## config.mk

```make
export PLATFORM = sky130hd
export DESIGN_NAME = spi_cmd_rx
export DESIGN_NICKNAME = d
export VERILOG_FILES = /design/src/rtl/spi_cmd_pkg.sv /design/src/rtl/pin_sync.sv /design/src/rtl/frame_shifter.sv /design/src/rtl/cmd_decode.sv /design/src/rtl/spi_cmd_rx.sv
export SDC_FILE = /design/constraint.sdc
export NUM_CORES = 1
export LEC_CHECK = 0
export BUFFER_PORTS_ARGS = -buffer_cell sky130_fd_sc_hd__buf_2
export CAP_MARGIN = 10
export CELL_PAD_IN_SITES_DETAIL_PLACEMENT = 2
export CELL_PAD_IN_SITES_GLOBAL_PLACEMENT = 2
export CORE_ASPECT_RATIO = 0.9
export CORE_MARGIN = 1.5
export CORE_UTILIZATION = 32
export CTS_CLUSTER_SIZE = 20
export DETAILED_ROUTE_END_ITERATION = 8
export GPL_ROUTABILITY_DRIVEN = 0
export PLACE_DENSITY_LB_ADDON = 0.1
export SLEW_MARGIN = 10
export SYNTH_ARGS = -nofsm -noshare
export SYNTH_HDL_FRONTEND = slang
export SYNTH_SLANG_ARGS = --single-unit
```

## constraint.sdc

```tcl
create_clock -name clk -period 1.3 [get_ports clk]
set_input_delay 0.325 -clock clk [delete_from_list [all_inputs] [get_ports clk]]
set_output_delay 0.325 -clock clk [all_outputs]
set_load 0.005 [all_outputs]
```

## src/rtl/spi_cmd_pkg.sv

```systemverilog
package spi_cmd_pkg;

    localparam int WORD_BITS   = 16;
    localparam int OP_BITS     = 4;
    localparam int ARG_BITS    = WORD_BITS - OP_BITS;
    localparam int CFG_BITS    = 8;
    localparam int SYNC_STAGES = 2;

    // bit counter saturates one past a full word so overlong frames are seen
    localparam int CNT_W = $clog2(WORD_BITS + 2);

    typedef struct packed {
        logic [OP_BITS-1:0]  op;
        logic [ARG_BITS-1:0] arg;
    } cmd_word_t;

    localparam logic [OP_BITS-1:0] OP_SET_CFG = 4'h1;

    function automatic cmd_word_t split_word(input logic [WORD_BITS-1:0] w);
        return cmd_word_t'(w);
    endfunction

    function automatic logic is_cfg_op(input logic [OP_BITS-1:0] op);
        return op == OP_SET_CFG;
    endfunction

endpackage

```

## src/rtl/pin_sync.sv

```systemverilog
module pin_sync #(
    parameter int   STAGES    = 2,
    parameter logic RESET_VAL = 1'b0
) (
    input  logic clk,
    input  logic rst,
    input  logic pin,
    output logic level,
    output logic rise,
    output logic fall
);
    logic [STAGES-1:0] chain;
    logic              prev;

    generate
        if (STAGES == 1) begin : g_single
            always_ff @(posedge clk) begin
                if (rst) chain <= RESET_VAL;
                else     chain <= pin;
            end
        end else begin : g_multi
            always_ff @(posedge clk) begin
                if (rst) chain <= {STAGES{RESET_VAL}};
                else     chain <= {chain[STAGES-2:0], pin};
            end
        end
    endgenerate

    always_ff @(posedge clk) begin
        if (rst) prev <= RESET_VAL;
        else     prev <= chain[STAGES-1];
    end

    assign level = chain[STAGES-1];
    assign rise  = chain[STAGES-1] & ~prev;
    assign fall  = ~chain[STAGES-1] & prev;
endmodule

```

## src/rtl/frame_shifter.sv

```systemverilog
module frame_shifter
    import spi_cmd_pkg::*;
(
    input  logic                 clk,
    input  logic                 rst,
    input  logic                 sck_rise,
    input  logic                 sel_active,
    input  logic                 sel_start,
    input  logic                 sel_end,
    input  logic                 mosi_bit,
    output logic                 frame_done,
    output logic [WORD_BITS-1:0] frame_bits
);
    localparam logic [CNT_W-1:0] FULL = CNT_W'(WORD_BITS);
    localparam logic [CNT_W-1:0] OVER = CNT_W'(WORD_BITS + 1);

    logic [WORD_BITS-1:0] shreg;
    logic [CNT_W-1:0]     nbits;

    always_ff @(posedge clk) begin
        if (rst) begin
            shreg <= '0;
            nbits <= '0;
        end else if (sel_start) begin
            nbits <= '0;
        end else if (sck_rise && sel_active) begin
            shreg <= {shreg[WORD_BITS-2:0], mosi_bit};
            if (nbits != OVER) nbits <= nbits + 1'b1;
        end
    end

    assign frame_done = sel_end && (nbits == FULL);
    assign frame_bits = shreg;
endmodule

```

## src/rtl/cmd_decode.sv

```systemverilog
module cmd_decode
    import spi_cmd_pkg::*;
(
    input  logic                 clk,
    input  logic                 rst,
    input  logic                 frame_done,
    input  logic [WORD_BITS-1:0] frame_bits,
    output logic [OP_BITS-1:0]   cmd,
    output logic [ARG_BITS-1:0]  arg,
    output logic                 valid,
    output logic [CFG_BITS-1:0]  cfg
);
    cmd_word_t word_q;
    logic      valid_q;
    logic [CFG_BITS-1:0] cfg_q;

    always_ff @(posedge clk) begin
        if (rst) begin
            word_q  <= '0;
            valid_q <= 1'b0;
        end else begin
            valid_q <= frame_done;
            if (frame_done) word_q <= split_word(frame_bits);
        end
    end

    always_ff @(posedge clk) begin
        if (rst) begin
            cfg_q <= '0;
        end else if (valid_q && is_cfg_op(word_q.op)) begin
            cfg_q <= word_q.arg[CFG_BITS-1:0];
        end
    end

    assign cmd   = word_q.op;
    assign arg   = word_q.arg;
    assign valid = valid_q;
    assign cfg   = cfg_q;
endmodule

```

## src/rtl/spi_cmd_rx.sv

```systemverilog
module spi_cmd_rx
    import spi_cmd_pkg::*;
(
    input  logic                clk,
    input  logic                rst,
    input  logic                spi_sck,
    input  logic                spi_mosi,
    input  logic                spi_cs_n,
    output logic [OP_BITS-1:0]  cmd_o,
    output logic [ARG_BITS-1:0] data_o,
    output logic                word_valid_o,
    output logic [CFG_BITS-1:0] cfg_o
);
    logic sck_lvl, sck_rise, sck_fall;
    logic mosi_lvl, mosi_rise, mosi_fall;
    logic cs_lvl, cs_rise, cs_fall;
    logic frame_done;
    logic [WORD_BITS-1:0] frame_bits;

    pin_sync #(.STAGES(SYNC_STAGES), .RESET_VAL(1'b0)) u_sck_sync (
        .clk(clk), .rst(rst), .pin(spi_sck),
        .level(sck_lvl), .rise(sck_rise), .fall(sck_fall)
    );

    pin_sync #(.STAGES(SYNC_STAGES), .RESET_VAL(1'b0)) u_mosi_sync (
        .clk(clk), .rst(rst), .pin(spi_mosi),
        .level(mosi_lvl), .rise(mosi_rise), .fall(mosi_fall)
    );

    pin_sync #(.STAGES(SYNC_STAGES), .RESET_VAL(1'b1)) u_cs_sync (
        .clk(clk), .rst(rst), .pin(spi_cs_n),
        .level(cs_lvl), .rise(cs_rise), .fall(cs_fall)
    );

    frame_shifter u_shift (
        .clk(clk), .rst(rst),
        .sck_rise(sck_rise), .sel_active(~cs_lvl),
        .sel_start(cs_fall), .sel_end(cs_rise),
        .mosi_bit(mosi_lvl),
        .frame_done(frame_done), .frame_bits(frame_bits)
    );

    cmd_decode u_dec (
        .clk(clk), .rst(rst),
        .frame_done(frame_done), .frame_bits(frame_bits),
        .cmd(cmd_o), .arg(data_o), .valid(word_valid_o), .cfg(cfg_o)
    );

    // level/edge outputs not needed for every pin
    logic unused_ok;
    assign unused_ok = &{1'b0, sck_lvl, sck_fall, mosi_rise, mosi_fall};
endmodule

```

* After elaboration in Yosys (flattened, before gate mapping)
Cells that the tools add are included.
Word-level totals: flip-flop bits (word level) 54, output and inout port bits 25
Cells by class: add/sub/neg operators 1, equality and inequality tests 3, reductions and logical operators 6, bitwise operators 7
Operator list (number):
- $add A5 B1 Y5 const B | 1
- $eq A5 B5 Y1 const B | 1
- $ne A5 B5 Y1 const B | 1
- $eq A4 B1 Y1 const B | 1
- $not A1 Y1 | 4
- $reduce_and A2 Y1 | 2
- $and A1 B1 Y1 | 3
- $logic_and A1 B1 Y1 | 3
- $reduce_or A2 Y1 | 1

* Depth between registers and ports, before layout
depth in word-level cells 4, depth in mapped cells 5, gate-level depth less buffers 5

* By module
From an unflattened synthesis, not the netlist that was laid out.
Unflattened totals: cell total of the unflattened synthesis 220, area total of the unflattened synthesis 2108.3 µm²
Modules (own cells, without submodules):
- cmd_decode | area an instance 953.4 µm², seq. area each 500.5 µm², cells each 89, instances 1
- frame_shifter | area an instance 875.8 µm², seq. area each 420.4 µm², cells each 106, instances 1
- pin_sync at u_mosi_sync ... | area an instance 91.3 µm², seq. area each 60.1 µm², cells each 8, instances 2
- pin_sync at u_cs_sync | area an instance 92.6 µm², seq. area each 60.1 µm², cells each 8, instances 1
- spi_cmd_rx | area an instance 3.8 µm², seq. area each 0.0 µm², cells each 1, instances 1

* Worst setup path before layout
No wires, ideal clock.
path kind register -> register, start point register u_shift.nbits[0], end point register u_shift.nbits[4], data required time 1214 ps, data arrival time 1237 ps, stages on the path, launching flop included 5, setup slack -24 ps, clock period less this slack 1324 ps, cells stage by stage dfxtp_1 ha_1 nand4bb_1 or3_1 a221oi_2
On the way: longest elaborated chain between the ends 2, elaborated cells on any way between the ends 3
Ends and longest elaborated chain:
- start: declaration | line frame_shifter.sv:18 | logic [CNT_W-1:0] nbits;
- start signal: assignment | line frame_shifter.sv:28 | if (nbits != OVER) nbits <= nbits + 1'b1;
- branches (longest 2 deep; another with $add A5 B1 Y5)
Parallel ways; which one is timed is not known. A chain may end at the register's enable or synchronous reset.

* Worst setup path after layout
start point register u_shift.nbits[1], end point register u_shift.nbits[0]
On the way: longest elaborated chain between the ends 2
Ends and longest elaborated chain (line):
- $ne A5 B5 Y1 | frame_shifter.sv:28
- $reduce_and A2 Y1 (no source line)
No other way between the ends.

==> impl_metrics.json <==
{
  "fin_crit_sh_pct": 109,
  "cts_hold_buf": 0,
  "worst_pin_slew_ps": 343,
  "htree_levels": 2,
  "cts_inserted_buffers": 5,
  "die_h_um": 79.2,
  "syn_avg_cell_area_um2": 10.9,
  "grt_pass1_wl_um": 8490,
  "via_per_inst": 4.66,
  "place_ws_ps": -189,
  "crit_arrival_ps": 1640,
  "fin_crit_ps": 1420,
  "critPathCaptureType": "flip-flop",
  "numClockSinks": 54,
  "placedCellCount": 317,
  "finalNonFillerCells": 328,
  "grt_max_degree": 31,
  "wirelength_um": 5290,
  "slowest_stage": "dfxtp_4",
  "vdd_drop_max_mv": 0.552,
  "drt-pass1-iter-count": 2,
  "ios": 30,
  "synthCells": 190,
  "netlist_area_um2": 2060,
  "fp.coreArea_um2": 6180,
  "powerDensity_nw_per_um2": 1010,
  "wl_per_cell_um": 16.1,
  "postPlaceCellArea_um2": 2440,
  "hold_viol": 0,
  "synth.area.mux_share_pct": 20.4,
  "initial_core_util_pct": 33.4,
  "post-route-drc-count": 0,
  "slew_headroom_pct": 77.0,
  "ys_warn_count": 0,
  "yosys.area_share.simple_pct": 18.1,
  "grt_usage_pct": 16.2,
  "syn_to_final_growth_pct": 31.5,
  "syn-num-nets": 198,
  "crit_chain": "inv_4 > ha_4 > nor4bb_4 > nor4b_2 > buf_4 > mux2i_1",
  "synth_seq_cells": 54,
  "min-delay-path-class": "in2reg",
  "grt_remaining_overflow": 0,
  "synthAdderAreaFrac_pct": 1.82,
  "synth.yosys.seq_area_share_pct": 52.4,
  "setup_slack_ps": -116,
  "maxSlewViolCount": 0,
  "synthXorXnorAreaFrac_pct": 0,
  "clock_latency_ps": 310,
  "finClkSkew_ps": 4.15,
  "synth_top_family_by_area": "multiplexers",
  "cap_violations": 0,
  "cp.required_ps": 1520,
  "max-clock-path-buffers": 2,
  "drive_above_1_share_pct": 39.0,
  "failed_checks": "setup timing",
  "cts_root_buffer": "clkbuf_8",
  "final_util_pct": 43.9,
  "drt_iter0_drc": 24,
  "crit_fanout": 3,
  "p_leak_nw": 1.15,
  "vias": 1530,
  "path_class": "reg2reg",
  "setup_violations": 5,
  "die_area_um2": 6940,
  "antenna_found_initial": 0,
  "start_kind": "flip-flop",
  "yosysUniqueCellTypes": 29,
  "fin_area_um2": 2710,
  "nets": 248,
  "portBuffers": 29,
  "max_clock_freq_ghz": 0.706,
  "clk_pin_slew_ps": 90,
  "cts_tree": "yes",
  "drtAntennaViolNets": 0,
  "rows": 27,
  "antenna_cells": 0,
  "finalPower_mw": 2.73,
  "synth_compound_area_share_pct": 4.18,
  "grt_pass1_vias": 1642,
  "dp_hpwl_um": 3680,
  "slowest_delay_ps": 400,
  "rsz0062_at_grt": "yes",
  "fp.dieW_um": 87.7,
  "status": "finished with violations"
}
## cell usage in the layout, fill, tap and decap left out, types with 4 or more instances in the layout
| cell type | n |
|---|---|
| buf_4 | 16 |
| nand2_1 | 44 |
| o211ai_1 | 5 |
| clkbuf_8 | 6 |
| dfxtp_2 | 6 |
| mux2i_1 | 42 |
| buf_2 | 29 |
| dfxtp_1 | 45 |
| nor2b_1 | 5 |
| buf_6 | 4 |
## cell usage after synthesis (all sizes together)
| cell | count | area, um^2 |
|---|---|---|
| and2 | 1 | 6.26 |
| ha | 3 | 37.5 |
| nor2b | 5 | 31.3 |
| or2 | 2 | 12.5 |
| inv | 5 | 18.8 |
| a211o | 1 | 8.76 |
| nand2 | 46 | 173 |
| o211ai | 5 | 37.5 |
| and4 | 1 | 8.76 |
| nor4b | 4 | 56.3 |
| or3 | 2 | 12.5 |
| nor3b | 1 | 12.5 |
| nand3 | 1 | 5.00 |
| nand4bb | 1 | 11.3 |
| nand4 | 1 | 21.3 |
| nor4bb | 1 | 10.0 |
| mux2i | 42 | 420 |
| o21ai | 1 | 5.00 |
| nor2 | 1 | 3.75 |
| clkbuf | 5 | 18.8 |
| a221oi | 2 | 30.0 |
| a21oi | 1 | 5.00 |
| or4b | 1 | 10.0 |
| dfxtp | 54 | 1080 |
| buf | 3 | 27.5 |
## power breakdown
group	switching, mW	internal [mW]	total [mW]
logic	0.0515	0.0401	0.0916
registers	0.0107	1.66	1.67
clock network	0.541	0.431	0.972
total	0.603	2.13	2.73
## logic make-up (layout without fill, tap and decap cells)
| kind of cell | count (synthesis) | count (layout) |
|---|---|---|
| simple gates | 68 | 68 |
| flops | 54 | 54 |
| mux | 42 | 42 |
| buf+inv | 13 | 64 |
| compound gates | 10 | 10 |
| fa+ha+maj | 3 | 3 |
## final cells by class
type                    count  area, um^2
well taps                  87         109
flip-flops and latches     54        1100
repair buffers             51         350
clock buffers               7        86.3
fillers                   653        3470
multi-input cells         123        1040
clock inverters             1        5.00
inverters                   5        21.3
## metal layers
| layer | GRT usage (%) | up-vias | part of all wire [%] | wire length (um) |
|---|---|---|---|---|
| li1 | - | 748 | - | - |
| met1 | 18.8 | 756 | 43 | 2290 |
| met2 | 29.5 | 19 | 53 | 2780 |
| met3 | 4.16 | 7 | 2.8 | 150 |
| met4 | 3.81 | 0 | 1.4 | 73 |
| met5 | 0 | - | 0 | 0 |
## critical path: cells and delay by family (launching register included)
family | cells | cell delay [ps]
and+or+nand+nor | 2 | 360
DFF | 1 | 400
adders and majority gates | 1 | 140
muxes | 1 | 220
buffers and inverters | 2 | 210
## worst paths after layout
kind                            slack, ps               endpoint  depth (start not counted)            startpoint
worst max-delay path                 -120       u_shift.nbits[0]                          6      u_shift.nbits[1]
worst min-delay path                  200     u_cs_sync.chain[0]                          2              spi_cs_n
worst max register to register       -120       u_shift.nbits[0]                          6      u_shift.nbits[1]
worst min register to register        440  u_shift.frame_bits[0]                          2  u_mosi_sync.chain[1]
## through the flow
step	TNS, ps	hold slack [ps]
after floorplan	0	389
after global placement	-545	392
after detailed placement	-2190	427
after CTS	-529	194
after global routing	-1180	196
final	-369	204
## registers in the layout (all words and copies together) (netlist names)
| signal | cells |
|---|---|
| u_dec.cmd | 4 |
| u_shift.nbits | 5 |
| u_mosi_sync.chain | 2 |
| u_cs_sync.prev | 1 |
| u_shift.frame_bits | 16 |
| u_dec.valid | 1 |
| u_sck_sync.prev | 1 |
| u_dec.arg | 12 |
| u_sck_sync.chain | 2 |
| u_cs_sync.chain | 2 |
| u_dec.cfg | 8 |
## timing repair
action	in CTS	in global routing
resized for setup	17	23
endpoints found under the setup margin	44	46
pin swaps	6	7
hold endpoints to repair	0	0
setup buffers	2	1
Power figures use the tool's default switching activity.
